--- src/rtl/ecg_cmp_pkg.sv ---
package ecg_cmp_pkg;

    localparam int CODE_W = 16;
    localparam int LEN_W  = 5;

    typedef struct packed {
        logic [CODE_W-1:0] bits;
        logic [LEN_W-1:0]  len;
    } cword_t;

    // Golomb order keeps every codeword within CODE_W bits
    function automatic int unsigned golomb_order(input int unsigned cw);
        return (cw > 6) ? cw - 5 : 0;
    endfunction

    // Zig-zag rank around mid-scale, then order-g exponential-Golomb
    function automatic cword_t code_of(input int unsigned sym, input int unsigned cw);
        cword_t      w;
        int unsigned mid;
        int unsigned r;
        int unsigned g;
        int unsigned v;
        int unsigned n;
        mid = 1 << (cw - 1);
        g   = golomb_order(cw);
        if (sym >= mid) r = 2 * (sym - mid);
        else            r = 2 * (mid - sym) - 1;
        v = r + (1 << g);
        n = 0;
        for (int i = 0; i < 24; i++) begin
            if ((v >> i) != 0) n = i;
        end
        w.bits = CODE_W'(v);
        w.len  = LEN_W'(2 * n - g + 1);
        return w;
    endfunction

endpackage

--- src/rtl/ecg_requant.sv ---
module ecg_requant #(
    parameter int SAMPLE_W = 11,
    parameter int K        = 5,
    localparam int SYM_W   = SAMPLE_W - K,
    localparam int ACC_W   = K + 1
) (
    input  logic                clk,
    input  logic                rst,
    input  logic                take,
    input  logic [SAMPLE_W-1:0] sample,
    output logic [SYM_W-1:0]    sym
);

    logic [ACC_W-1:0] acc_q;
    logic [ACC_W-1:0] sum;
    logic             pulse;
    logic [SYM_W-1:0] coarse;

    always_comb begin
        coarse = sample[SAMPLE_W-1:K];
        sum    = acc_q + ACC_W'(sample[K-1:0]);
        pulse  = sum[K];
        sym    = (pulse && (coarse != '1)) ? coarse + 1'b1 : coarse;
    end

    always_ff @(posedge clk) begin
        if (rst) begin
            acc_q <= '0;
        end else if (take) begin
            acc_q <= {1'b0, sum[K-1:0]};
        end
    end


    acc_bound_chk: assert property (@(posedge clk) disable iff (rst)
        acc_q[K] == 1'b0);


    sym_sat_chk: assert property (@(posedge clk) disable iff (rst)
        (coarse == '1) |-> (sym == '1));


    acc_hold_chk: assert property (@(posedge clk) disable iff (rst)
        !take |=> $stable(acc_q));

endmodule

--- src/rtl/ecg_code_rom.sv ---
module ecg_code_rom
    import ecg_cmp_pkg::*;
#(
    parameter int SYM_W = 6,
    localparam int NSYM = 1 << SYM_W
) (
    input  logic [SYM_W-1:0] sym,
    output cword_t           word
);

    cword_t table_q [NSYM];

    for (genvar i = 0; i < NSYM; i++) begin : g_entry
        assign table_q[i] = code_of(i, SYM_W);
    end

    assign word = table_q[sym];

endmodule

--- src/rtl/ecg_packer.sv ---
module ecg_packer
    import ecg_cmp_pkg::*;
#(
    parameter int WORD_W  = 32,
    localparam int BUF_W  = WORD_W + CODE_W,
    localparam int FILL_W = $clog2(BUF_W + 1),
    localparam int NB_W   = $clog2(WORD_W + 1)
) (
    input  logic              clk,
    input  logic              rst,
    input  logic              in_valid,
    input  logic              flush,
    input  cword_t            cw,
    output logic              in_ready,
    output logic              out_valid,
    output logic [WORD_W-1:0] out_word,
    output logic [NB_W-1:0]   out_nbits
);

    typedef enum logic [1:0] {PK_FILL, PK_SPILL, PK_TAIL} pk_state_t;

    pk_state_t         state_q;
    pk_state_t         state_d;
    logic [BUF_W-1:0]  buf_q;
    logic [FILL_W-1:0] fill_q;
    logic [FILL_W-1:0] fill_sum;
    logic [BUF_W-1:0]  appended;
    logic              take;
    int                sh;

    always_comb begin
        in_ready = (state_q == PK_FILL) && !flush;
        take     = in_valid && in_ready;
        fill_sum = fill_q + FILL_W'(cw.len);
        sh       = BUF_W - int'(fill_q) - int'(cw.len);
        appended = buf_q | (BUF_W'(cw.bits) << sh);
    end

    always_comb begin
        state_d = state_q;
        unique case (state_q)
            PK_FILL: begin
                if (flush) begin
                    if (fill_q != '0) state_d = PK_TAIL;
                end else if (take && (fill_sum >= FILL_W'(WORD_W))) begin
                    state_d = PK_SPILL;
                end
            end
            PK_SPILL: state_d = PK_FILL;
            PK_TAIL:  state_d = PK_FILL;
            default:  state_d = PK_FILL;
        endcase
    end

    always_ff @(posedge clk) begin
        if (rst) state_q <= PK_FILL;
        else     state_q <= state_d;
    end

    always_ff @(posedge clk) begin
        if (rst) begin
            buf_q     <= '0;
            fill_q    <= '0;
            out_valid <= 1'b0;
            out_word  <= '0;
            out_nbits <= '0;
        end else begin
            out_valid <= 1'b0;
            unique case (state_q)
                PK_FILL: begin
                    if (take) begin
                        buf_q  <= appended;
                        fill_q <= fill_sum;
                    end
                end
                PK_SPILL: begin
                    out_word  <= buf_q[BUF_W-1 -: WORD_W];
                    out_nbits <= NB_W'(WORD_W);
                    out_valid <= 1'b1;
                    buf_q     <= buf_q << WORD_W;
                    fill_q    <= fill_q - FILL_W'(WORD_W);
                end
                PK_TAIL: begin
                    out_word  <= buf_q[BUF_W-1 -: WORD_W];
                    out_nbits <= NB_W'(fill_q);
                    out_valid <= 1'b1;
                    buf_q     <= '0;
                    fill_q    <= '0;
                end
                default: ;
            endcase
        end
    end


    pulse_once_chk: assert property (@(posedge clk) disable iff (rst)
        out_valid |=> !out_valid);


    busy_ready_chk: assert property (@(posedge clk) disable iff (rst)
        (state_q != PK_FILL) |-> !in_ready);


    fill_cap_chk: assert property (@(posedge clk) disable iff (rst)
        (state_q == PK_FILL) |-> (fill_q < FILL_W'(WORD_W)));


    code_fit_chk: assert property (@(posedge clk) disable iff (rst)
        take |-> ((cw.len != '0) && (cw.len <= LEN_W'(CODE_W))
                  && ((BUF_W'(cw.bits) >> cw.len) == '0)));


    tail_pad_chk: assert property (@(posedge clk) disable iff (rst)
        (out_valid && (out_nbits < NB_W'(WORD_W))) |-> ((out_word << out_nbits) == '0));


    clean_buf_chk: assert property (@(posedge clk) disable iff (rst)
        (state_q == PK_FILL) |-> ((buf_q << fill_q) == '0));

endmodule

--- src/rtl/ecg_compressor.sv ---
module ecg_compressor
    import ecg_cmp_pkg::*;
#(
    parameter int SAMPLE_W = 11,
    parameter int K        = 5,
    parameter int WORD_W   = 32,
    localparam int SYM_W   = SAMPLE_W - K,
    localparam int NB_W    = $clog2(WORD_W + 1)
) (
    input  logic                clk,
    input  logic                rst,
    input  logic                in_valid,
    input  logic [SAMPLE_W-1:0] in_sample,
    input  logic                flush,
    output logic                in_ready,
    output logic                out_valid,
    output logic [WORD_W-1:0]   out_word,
    output logic [NB_W-1:0]     out_nbits
);

    if (K < 1 || K > 8) begin : g_bad_k
        $error("K must lie in 1..8");
    end

    logic             take;
    logic [SYM_W-1:0] sym;
    cword_t           cw;

    assign take = in_valid && in_ready;

    ecg_requant #(.SAMPLE_W(SAMPLE_W), .K(K)) u_requant (
        .clk    (clk),
        .rst    (rst),
        .take   (take),
        .sample (in_sample),
        .sym    (sym)
    );

    ecg_code_rom #(.SYM_W(SYM_W)) u_rom (
        .sym  (sym),
        .word (cw)
    );

    ecg_packer #(.WORD_W(WORD_W)) u_pack (
        .clk       (clk),
        .rst       (rst),
        .in_valid  (in_valid),
        .flush     (flush),
        .cw        (cw),
        .in_ready  (in_ready),
        .out_valid (out_valid),
        .out_word  (out_word),
        .out_nbits (out_nbits)
    );

endmodule

--- config.mk ---
export PLATFORM = sky130hd
export DESIGN_NAME = ecg_compressor
export DESIGN_NICKNAME = d
export VERILOG_FILES = /design/src/rtl/ecg_cmp_pkg.sv /design/src/rtl/ecg_requant.sv /design/src/rtl/ecg_code_rom.sv /design/src/rtl/ecg_packer.sv /design/src/rtl/ecg_compressor.sv
export SDC_FILE = /design/constraint.sdc
export NUM_CORES = 1
export LEC_CHECK = 0
export BUFFER_PORTS_ARGS = -buffer_cell sky130_fd_sc_hd__clkbuf_2
export CAP_MARGIN = 20
export CORE_MARGIN = 1
export CORE_UTILIZATION = 28
export CTS_CLUSTER_DIAMETER = 60
export CTS_CLUSTER_SIZE = 14
export DETAILED_ROUTE_END_ITERATION = 12
export MAX_ROUTING_LAYER = met4
export PLACE_DENSITY = 0.48
export RECOVER_POWER = 50
export SKIP_LAST_GASP = 1
export SLEW_MARGIN = 20
export SYNTH_ARGS = -nofsm -noshare
export SYNTH_HDL_FRONTEND = slang
export SYNTH_SLANG_ARGS = --single-unit
--- constraint.sdc ---
create_clock -name clk -period 9.2 [get_ports clk]
set_input_delay 1.84 -clock clk [delete_from_list [all_inputs] [get_ports clk]]
set_output_delay 1.84 -clock clk [all_outputs]
set_load 0.02 [all_outputs]
==> results.sh, run 1 <==
export IMPL_route_antenna_remaining_nets=0
export IMPL_dr_pass1_iters=4
export IMPL_gp_routability_congestion=0.8478
export IMPL_synth_top_cells_by_count="sky130_fd_sc_hd__dfxtp_1, sky130_fd_sc_hd__nor2_1, sky130_fd_sc_hd__a21oi_1, sky130_fd_sc_hd__nand2_1, sky130_fd_sc_hd__mux2i_1"
export IMPL_first_global_vias=4935
export IMPL_whs_ns=0.4523
export IMPL_totalWireLength_um=16260
export IMPL_violations="max-capacitance violations, max-slew violations"
export IMPL_routed_via_count=5324
export IMPL_worstHoldStart="u_pack.buf_q[25]"
export IMPL_cts_made_buffers=9
export IMPL_min_to="u_pack.buf_q[25]"
export IMPL_syn_area_per_cell_um2=8.248
export IMPL_rsz0062_at_grt="false"
export IMPL_cts_hold_buf=0
export IMPL_timing_critical_path_arrival_ns=8.52
export IMPL_cts_sinks=100
export IMPL_synth_main_ff_cell="sky130_fd_sc_hd__dfxtp_1"
export IMPL_maximum_number_of_pins_on_one_net_before_global_route_repair=74
export IMPL_max_cap_viol_count=1
export IMPL_synth_most_common_cell="sky130_fd_sc_hd__dfxtp_1"
export IMPL_post_drt_via_cell_ratio=5.139
export IMPL_area_contributors_post_synth="sky130_fd_sc_hd__dfxtp_1, sky130_fd_sc_hd__mux2i_1, sky130_fd_sc_hd__nor2_1"
export IMPL_dp_hpwl_um=11410
export IMPL_synthesis_nets=769
export IMPL_synth_ff_latch_count=100
export IMPL_cells_on_worst_reg2reg_path=25
export IMPL_worst_clock_skew_ns=0.009744
export IMPL_final_critical_path_required_period_ns=8.285
export IMPL_netlist_area_leader_share_pct=33.57
export IMPL_post_cts_setup_buffer_count=0
export IMPL_ys_async_sr_fraction_pct=0
export IMPL_ys_seq_area_share_pct=33.57
export IMPL_drt_first_iter_violations=309
export IMPL_share_of_layout_cells_above_drive_strength_1_pct=11.04
export IMPL_portBuffers=54
export IMPL_dieWidth_um=147.9
export IMPL_num_nets_final=802
export IMPL_worst_slew_pin_slew_ns=3.339
export IMPL_status="finished with violations"
export IMPL_floorplan_initialDensity_pct=28.46
export IMPL_synthesis_area_um2=5963
export IMPL_drc_errors=0
export IMPL_cp_max_fo=13
export IMPL_rr_startpoint="u_requant.acc_q[1]"
export IMPL_tns_ns=0
export IMPL_cts_repair_resized=0
export IMPL_cts_htree_levels=3
export IMPL_achievable_frequency_ghz=0.1207
export IMPL_worstSetupEndpointType="register"
export IMPL_grt_pass1_wl_um=26230
export IMPL_cts_reportedPaths_clkPinSlew_ns=0.07
export IMPL_core_um2=20960
export IMPL_clkLatencyLatePin_ns=0.35
export IMPL_yosys_warnings=0
export IMPL_finalHoldViolCount=0
export IMPL_row_count=53
export IMPL_synth_lib_cells_used_distinct=83
export IMPL_cts_tree="done"
export IMPL_grt_overflow=0
export IMPL_cts_root_buf="sky130_fd_sc_hd__clkbuf_16"
export IMPL_combined_global_route_utilization_of_all_metal_layers_pct=15.52
export IMPL_post_route_period_util_pct=90.06
export IMPL_max_slew_margin_rel_pct=-122.6
export IMPL_dieHeight_um=147.9
export IMPL_area_growth_pct=13.18
export IMPL_antenna_violations_before_repair=0
export IMPL_design_die_area_um2=21880
export IMPL_postSynthCellCount=723
export IMPL_worst_r2r_setup_slack_ns=2.18
export IMPL_critPathRequiredTime_ns=9.44
export IMPL_timing_final_setup_violations=0
export IMPL_worstHoldPathCells=2
export IMPL_wire_per_inst_um=15.69
export IMPL_synth_edf_count=0
export IMPL_path_type_of_the_worst_min_delay_path="register to register"
export IMPL_clock_path_buffers=2
export IMPL_dp_worst_setup_slack_ns=0.6233
export IMPL_timing_final_max_slew_violations=72
export IMPL_diodes=0
export IMPL_crit_path_start_kind="input pin"
export IMPL_number_of_top_level_pins=55
export IMPL_postLayoutSetupSlackWorst_ns=0.9149
export IMPL_synth_area_leader_cell="sky130_fd_sc_hd__dfxtp_1"
export IMPL_rr_endpoint="u_pack.buf_q[40]"
export IMPL_critical_path_class="input pin to register"
metrics by stage:
step | util [%] | cells | instance area (µm²)
after CTS | 32.40 | 1036 | 6789
after global routing | 32.21 | 1036 | 6749
final | 32.21 | 1036 | 6749
after floorplan | - | 723 | 5963
after detailed placement | 30.96 | 1020 | 6489
after global placement | 30.96 | 1020 | 6489
worst max-delay path, cell delays in order:
cell and delay (ns):
sky130_fd_sc_hd__clkbuf_2 0.10, sky130_fd_sc_hd__ha_1 0.30, sky130_fd_sc_hd__a211o_1 0.32, sky130_fd_sc_hd__a21o_1 0.32
sky130_fd_sc_hd__o21ai_1 0.18, sky130_fd_sc_hd__mux2_2 0.40, sky130_fd_sc_hd__inv_2 0.11, sky130_fd_sc_hd__ha_1 0.29
sky130_fd_sc_hd__a221oi_1 0.31, sky130_fd_sc_hd__a31oi_1 0.10, sky130_fd_sc_hd__o2111ai_2 0.30, sky130_fd_sc_hd__and2_1 0.20
sky130_fd_sc_hd__inv_1 0.07, sky130_fd_sc_hd__fa_1 0.45, sky130_fd_sc_hd__nand2_1 0.10, sky130_fd_sc_hd__a21oi_1 0.16
sky130_fd_sc_hd__or4_1 0.51, sky130_fd_sc_hd__ha_1 0.28, sky130_fd_sc_hd__nor4b_1 0.35, sky130_fd_sc_hd__nand4_1 0.20
sky130_fd_sc_hd__nor3_1 0.21, sky130_fd_sc_hd__nand2_1 0.21, sky130_fd_sc_hd__nor3_1 0.61, sky130_fd_sc_hd__a21o_1 0.26
sky130_fd_sc_hd__o211ai_2 0.10, sky130_fd_sc_hd__a211oi_2 0.23
per-layer routing:
metal	share of wire [%]	up-vias	GRT usage, %
met3	4.3	9	2.840
met2	45	109	24.03
li1	-	2701	-
met5	0	-	-
met1	50	2505	20.71
met4	0.74	0	3.918
placed cells by master, fill, tap and decap left out, types with 6 or more instances in the layout:
cell type | synthesis | routed
sky130_fd_sc_hd__clkbuf_2 | 0 | 25
sky130_fd_sc_hd__a21oi_1 | 71 | 71
sky130_fd_sc_hd__o21ai_1 | 6 | 7
sky130_fd_sc_hd__clkbuf_16 | 0 | 9
sky130_fd_sc_hd__nor2b_1 | 6 | 6
sky130_fd_sc_hd__a32oi_1 | 6 | 6
sky130_fd_sc_hd__and3_1 | 10 | 10
sky130_fd_sc_hd__nor3_1 | 24 | 24
sky130_fd_sc_hd__nor2_1 | 98 | 98
sky130_fd_sc_hd__dfxtp_1 | 100 | 100
sky130_fd_sc_hd__a21o_1 | 12 | 12
sky130_fd_sc_hd__a211oi_1 | 13 | 13
sky130_fd_sc_hd__o21ai_0 | 29 | 28
sky130_fd_sc_hd__xnor2_1 | 6 | 6
sky130_fd_sc_hd__mux2i_1 | 40 | 40
sky130_fd_sc_hd__nand3_1 | 18 | 18
sky130_fd_sc_hd__inv_1 | 21 | 21
sky130_fd_sc_hd__clkbuf_1 | 34 | 31
sky130_fd_sc_hd__buf_4 | 2 | 11
sky130_fd_sc_hd__a311oi_1 | 8 | 8
sky130_fd_sc_hd__ha_1 | 29 | 28
sky130_fd_sc_hd__a31oi_1 | 9 | 9
sky130_fd_sc_hd__nand2_1 | 64 | 64
final cells by class:
type | instances | area (µm²)
inverters | 24 | 90.09
clock inverters | 6 | 71.32
clock buffers | 10 | 229.0
multi-input cells | 555 | 3692
flip-flops and latches | 100 | 2002
repair buffers | 66 | 320.3
well taps | 275 | 344.1
fillers | 2257 | 14210
worst max-delay path by stage:
stage                       end    startpoint  slack, ns  cells after the start
6_report       u_pack.buf_q[40]  in_sample[1]       0.91                     26
5_1_grt        u_pack.buf_q[40]  in_sample[1]       0.46                     26
4_1_cts        u_pack.buf_q[40]  in_sample[1]       0.97                     26
3_5_place_dp   u_pack.buf_q[40]  in_sample[1]       0.62                     26
3_3_place_gp   u_pack.buf_q[34]  in_sample[1]       0.78                     26
2_1_floorplan  u_pack.buf_q[37]  in_sample[1]       1.39                     28
kinds of logic (layout without fill, tap and decap cells):
logic type,Yosys count,count (layout),synth area share (%)
compound gates,204,204,23.37
xor+xnor,14,14,2.812
fa+ha+maj,31,31,6.756
buf+inv,68,106,4.721
flops,100,100,33.57
mux,44,44,7.658
simple gates,262,262,21.11
sequential cells by signal, summed over array words and instances, names as in the netlist:
name / flops
u_pack.buf_q: 48
u_pack.state_q: 2
u_requant.acc_q: 5
u_pack.out_valid: 1
u_pack.out_word: 32
u_pack.out_nbits: 6
u_pack.fill_q: 6
Power of run 1 is left out: the tool's default activity adds up to more than one toggle a clock period on the data nets, which glitch-free logic cannot reach.
==> run 2, diff against run 1 <==
Settings changed: RECOVER_POWER 50 to 25.
==> run 2 against run 1 <==
The run still ends with max-capacitance violations, max-slew violations left. Hold slack about the same. Utilization is 0.17 points higher. Critical endpoint unchanged. Critical path type unchanged. Cell area up 0.54%. Largest cell class unchanged. Die area did not move.
==> results.sh, run 2 (synthesis results as in run 1) <==
export IMPL_critPathRequiredTime_ns=9.44
export IMPL_max_cap_viol_count=1
export IMPL_dp_hpwl_um=11410
export IMPL_final_critical_path_required_period_ns=8.287
export IMPL_achievable_frequency_ghz=0.1207
export IMPL_crit_path_start_kind="input pin"
export IMPL_multi_input_area_um2=3692
export IMPL_cp_max_fo=13
export IMPL_diodes=0
export IMPL_path_type_of_the_worst_min_delay_path="register to register"
export IMPL_clock_path_buffers=2
export IMPL_post_drt_via_cell_ratio=5.149
export IMPL_timing_final_max_slew_violations=72
export IMPL_design_die_area_um2=21880
export IMPL_max_slew_margin_rel_pct=-126.3
export IMPL_worst_slew_pin_slew_ns=3.395
export IMPL_cts_root_buf="sky130_fd_sc_hd__clkbuf_16"
export IMPL_drc_errors=0
export IMPL_worst_r2r_setup_slack_ns=2.18
export IMPL_cts_hold_buf=0
export IMPL_timing_final_setup_violations=0
export IMPL_worstSetupEndpointType="register"
export IMPL_buf_inv_stages_crit_path=3
export IMPL_worstHoldPathCells=2
export IMPL_cts_reportedPaths_clkPinSlew_ns=0.07
export IMPL_core_um2=20960
export IMPL_post_route_period_util_pct=90.07
export IMPL_worstHoldStart="u_pack.buf_q[25]"
export IMPL_combined_global_route_utilization_of_all_metal_layers_pct=15.52
export IMPL_drt_first_iter_violations=313
export IMPL_rsz0062_at_grt="false"
export IMPL_antenna_violations_before_repair=0
export IMPL_most_used_cells_in_the_layout_excluding_fill_and_tap_cells="sky130_fd_sc_hd__dfxtp_1, sky130_fd_sc_hd__nor2_1, sky130_fd_sc_hd__a21oi_1"
export IMPL_route_antenna_remaining_nets=0
export IMPL_cts_repair_resized=0
export IMPL_violations="max-capacitance violations, max-slew violations"
export IMPL_wire_per_inst_um=15.72
export IMPL_seq_area_um2=2002
export IMPL_totalWireLength_um=16290
export IMPL_finalHoldViolCount=0
export IMPL_min_to="u_pack.buf_q[25]"
export IMPL_tns_ns=0
export IMPL_portBuffers=54
export IMPL_timing_critical_path_arrival_ns=8.53
export IMPL_cts_sinks=100
export IMPL_worst_path_largest_cell_delay_ns=0.61
export IMPL_status="finished with violations"
export IMPL_largest_reg_flops=48
export IMPL_gp_routability_congestion=0.8478
export IMPL_dr_pass1_iters=4
export IMPL_number_of_top_level_pins=55
export IMPL_whs_ns=0.4524
export IMPL_floorplan_initialDensity_pct=28.46
export IMPL_largestRegisters="u_pack.buf_q x48, u_pack.out_word x32"
export IMPL_cts_tree="done"
export IMPL_final_core_utilization_pct=32.38
export IMPL_commonest_non_fill_non_tap_cell_in_the_layout="sky130_fd_sc_hd__dfxtp_1"
export IMPL_area_growth_pct=13.79
export IMPL_rr_startpoint="u_requant.acc_q[1]"
export IMPL_clkLatencyLatePin_ns=0.35
export IMPL_share_of_layout_cells_above_drive_strength_1_pct=14.85
export IMPL_max_flop_register="u_pack.buf_q"
export IMPL_routed_via_count=5334
export IMPL_cts_made_buffers=9
export IMPL_postLayoutSetupSlackWorst_ns=0.9132
export IMPL_cells_on_worst_reg2reg_path=25
export IMPL_worst_path_slowest_cell="sky130_fd_sc_hd__nor3_1"
export IMPL_worst_clock_skew_ns=0.01142
export IMPL_rr_endpoint="u_pack.buf_q[40]"
export IMPL_dieWidth_um=147.9
export IMPL_dp_worst_setup_slack_ns=0.6233
export IMPL_cpLargestDelayFamily="simple AND/OR/NAND/NOR gates"
export IMPL_row_count=53
export IMPL_critical_path_class="input pin to register"
export IMPL_post_cts_setup_buffer_count=0
export IMPL_first_global_vias=4935
export IMPL_cts_htree_levels=3
export IMPL_grt_overflow=0
export IMPL_num_nets_final=802
export IMPL_crit_path_frequent_cell="sky130_fd_sc_hd__ha_1"
export IMPL_fillCellCount=2241
export IMPL_maximum_number_of_pins_on_one_net_before_global_route_repair=74
export IMPL_dieHeight_um=147.9
export IMPL_grt_pass1_wl_um=26230
-- run 2: cell counts in the layout (fill, tap and decap cells not counted) --
Identical to the previous run, type by type.
-- run 2: tightest hold or removal path, delay by kind of cell (launching register included) --
kind | cells | cell delay [ns]
flip-flops | 1 | 0.31
AND/OR/NAND/NOR | 1 | 0.05
AO/OA/AOI/OAI | 1 | 0.05
-- run 2: metrics by stage --
| step | cells | instance area [µm²] |
|---|---|---|
| final | 1036 | 6785 |
| after global routing | 1036 | 6785 |
| after CTS | 1036 | 6789 |
| after detailed placement | 1020 | 6489 |
| after global placement | 1020 | 6489 |
| after floorplan | 723 | 5963 |
-- run 2: worst max path at each step --
| stage | from | end | slack, ns | cells past startpoint |
|---|---|---|---|---|
| floorplan | in_sample[1] | u_pack.buf_q[37] | 1.39 | 28 |
| global placement | in_sample[1] | u_pack.buf_q[34] | 0.78 | 26 |
| detailed placement | in_sample[1] | u_pack.buf_q[40] | 0.62 | 26 |
| CTS | in_sample[1] | u_pack.buf_q[40] | 0.97 | 26 |
| global route | in_sample[1] | u_pack.buf_q[40] | 0.46 | 26 |
| finish | in_sample[1] | u_pack.buf_q[40] | 0.91 | 26 |
-- run 2: cell type report --
| cell class | count | area share (%) |
|---|---|---|
| inverter | 24 | 1.328 |
| clock inverter | 6 | 1.051 |
| clock buffer | 10 | 3.375 |
| sequential | 100 | 29.50 |
| tap | 275 | 5.071 |
| timing repair buffer | 66 | 5.255 |
| multi-input combinational | 555 | 54.42 |
-- run 2: layer usage --
layer / routed length (µm) / vias up / track usage, % / share of wire, %
met5: 0 / - / - / 0
met4: 107 / 0 / 3.918 / 0.66
met3: 592 / 7 / 2.840 / 3.6
met2: 7394 / 92 / 24.03 / 45
met1: 8192 / 2531 / 20.71 / 50
li1: - / 2704 / - / -
Power of run 2 is left out for the same reason.
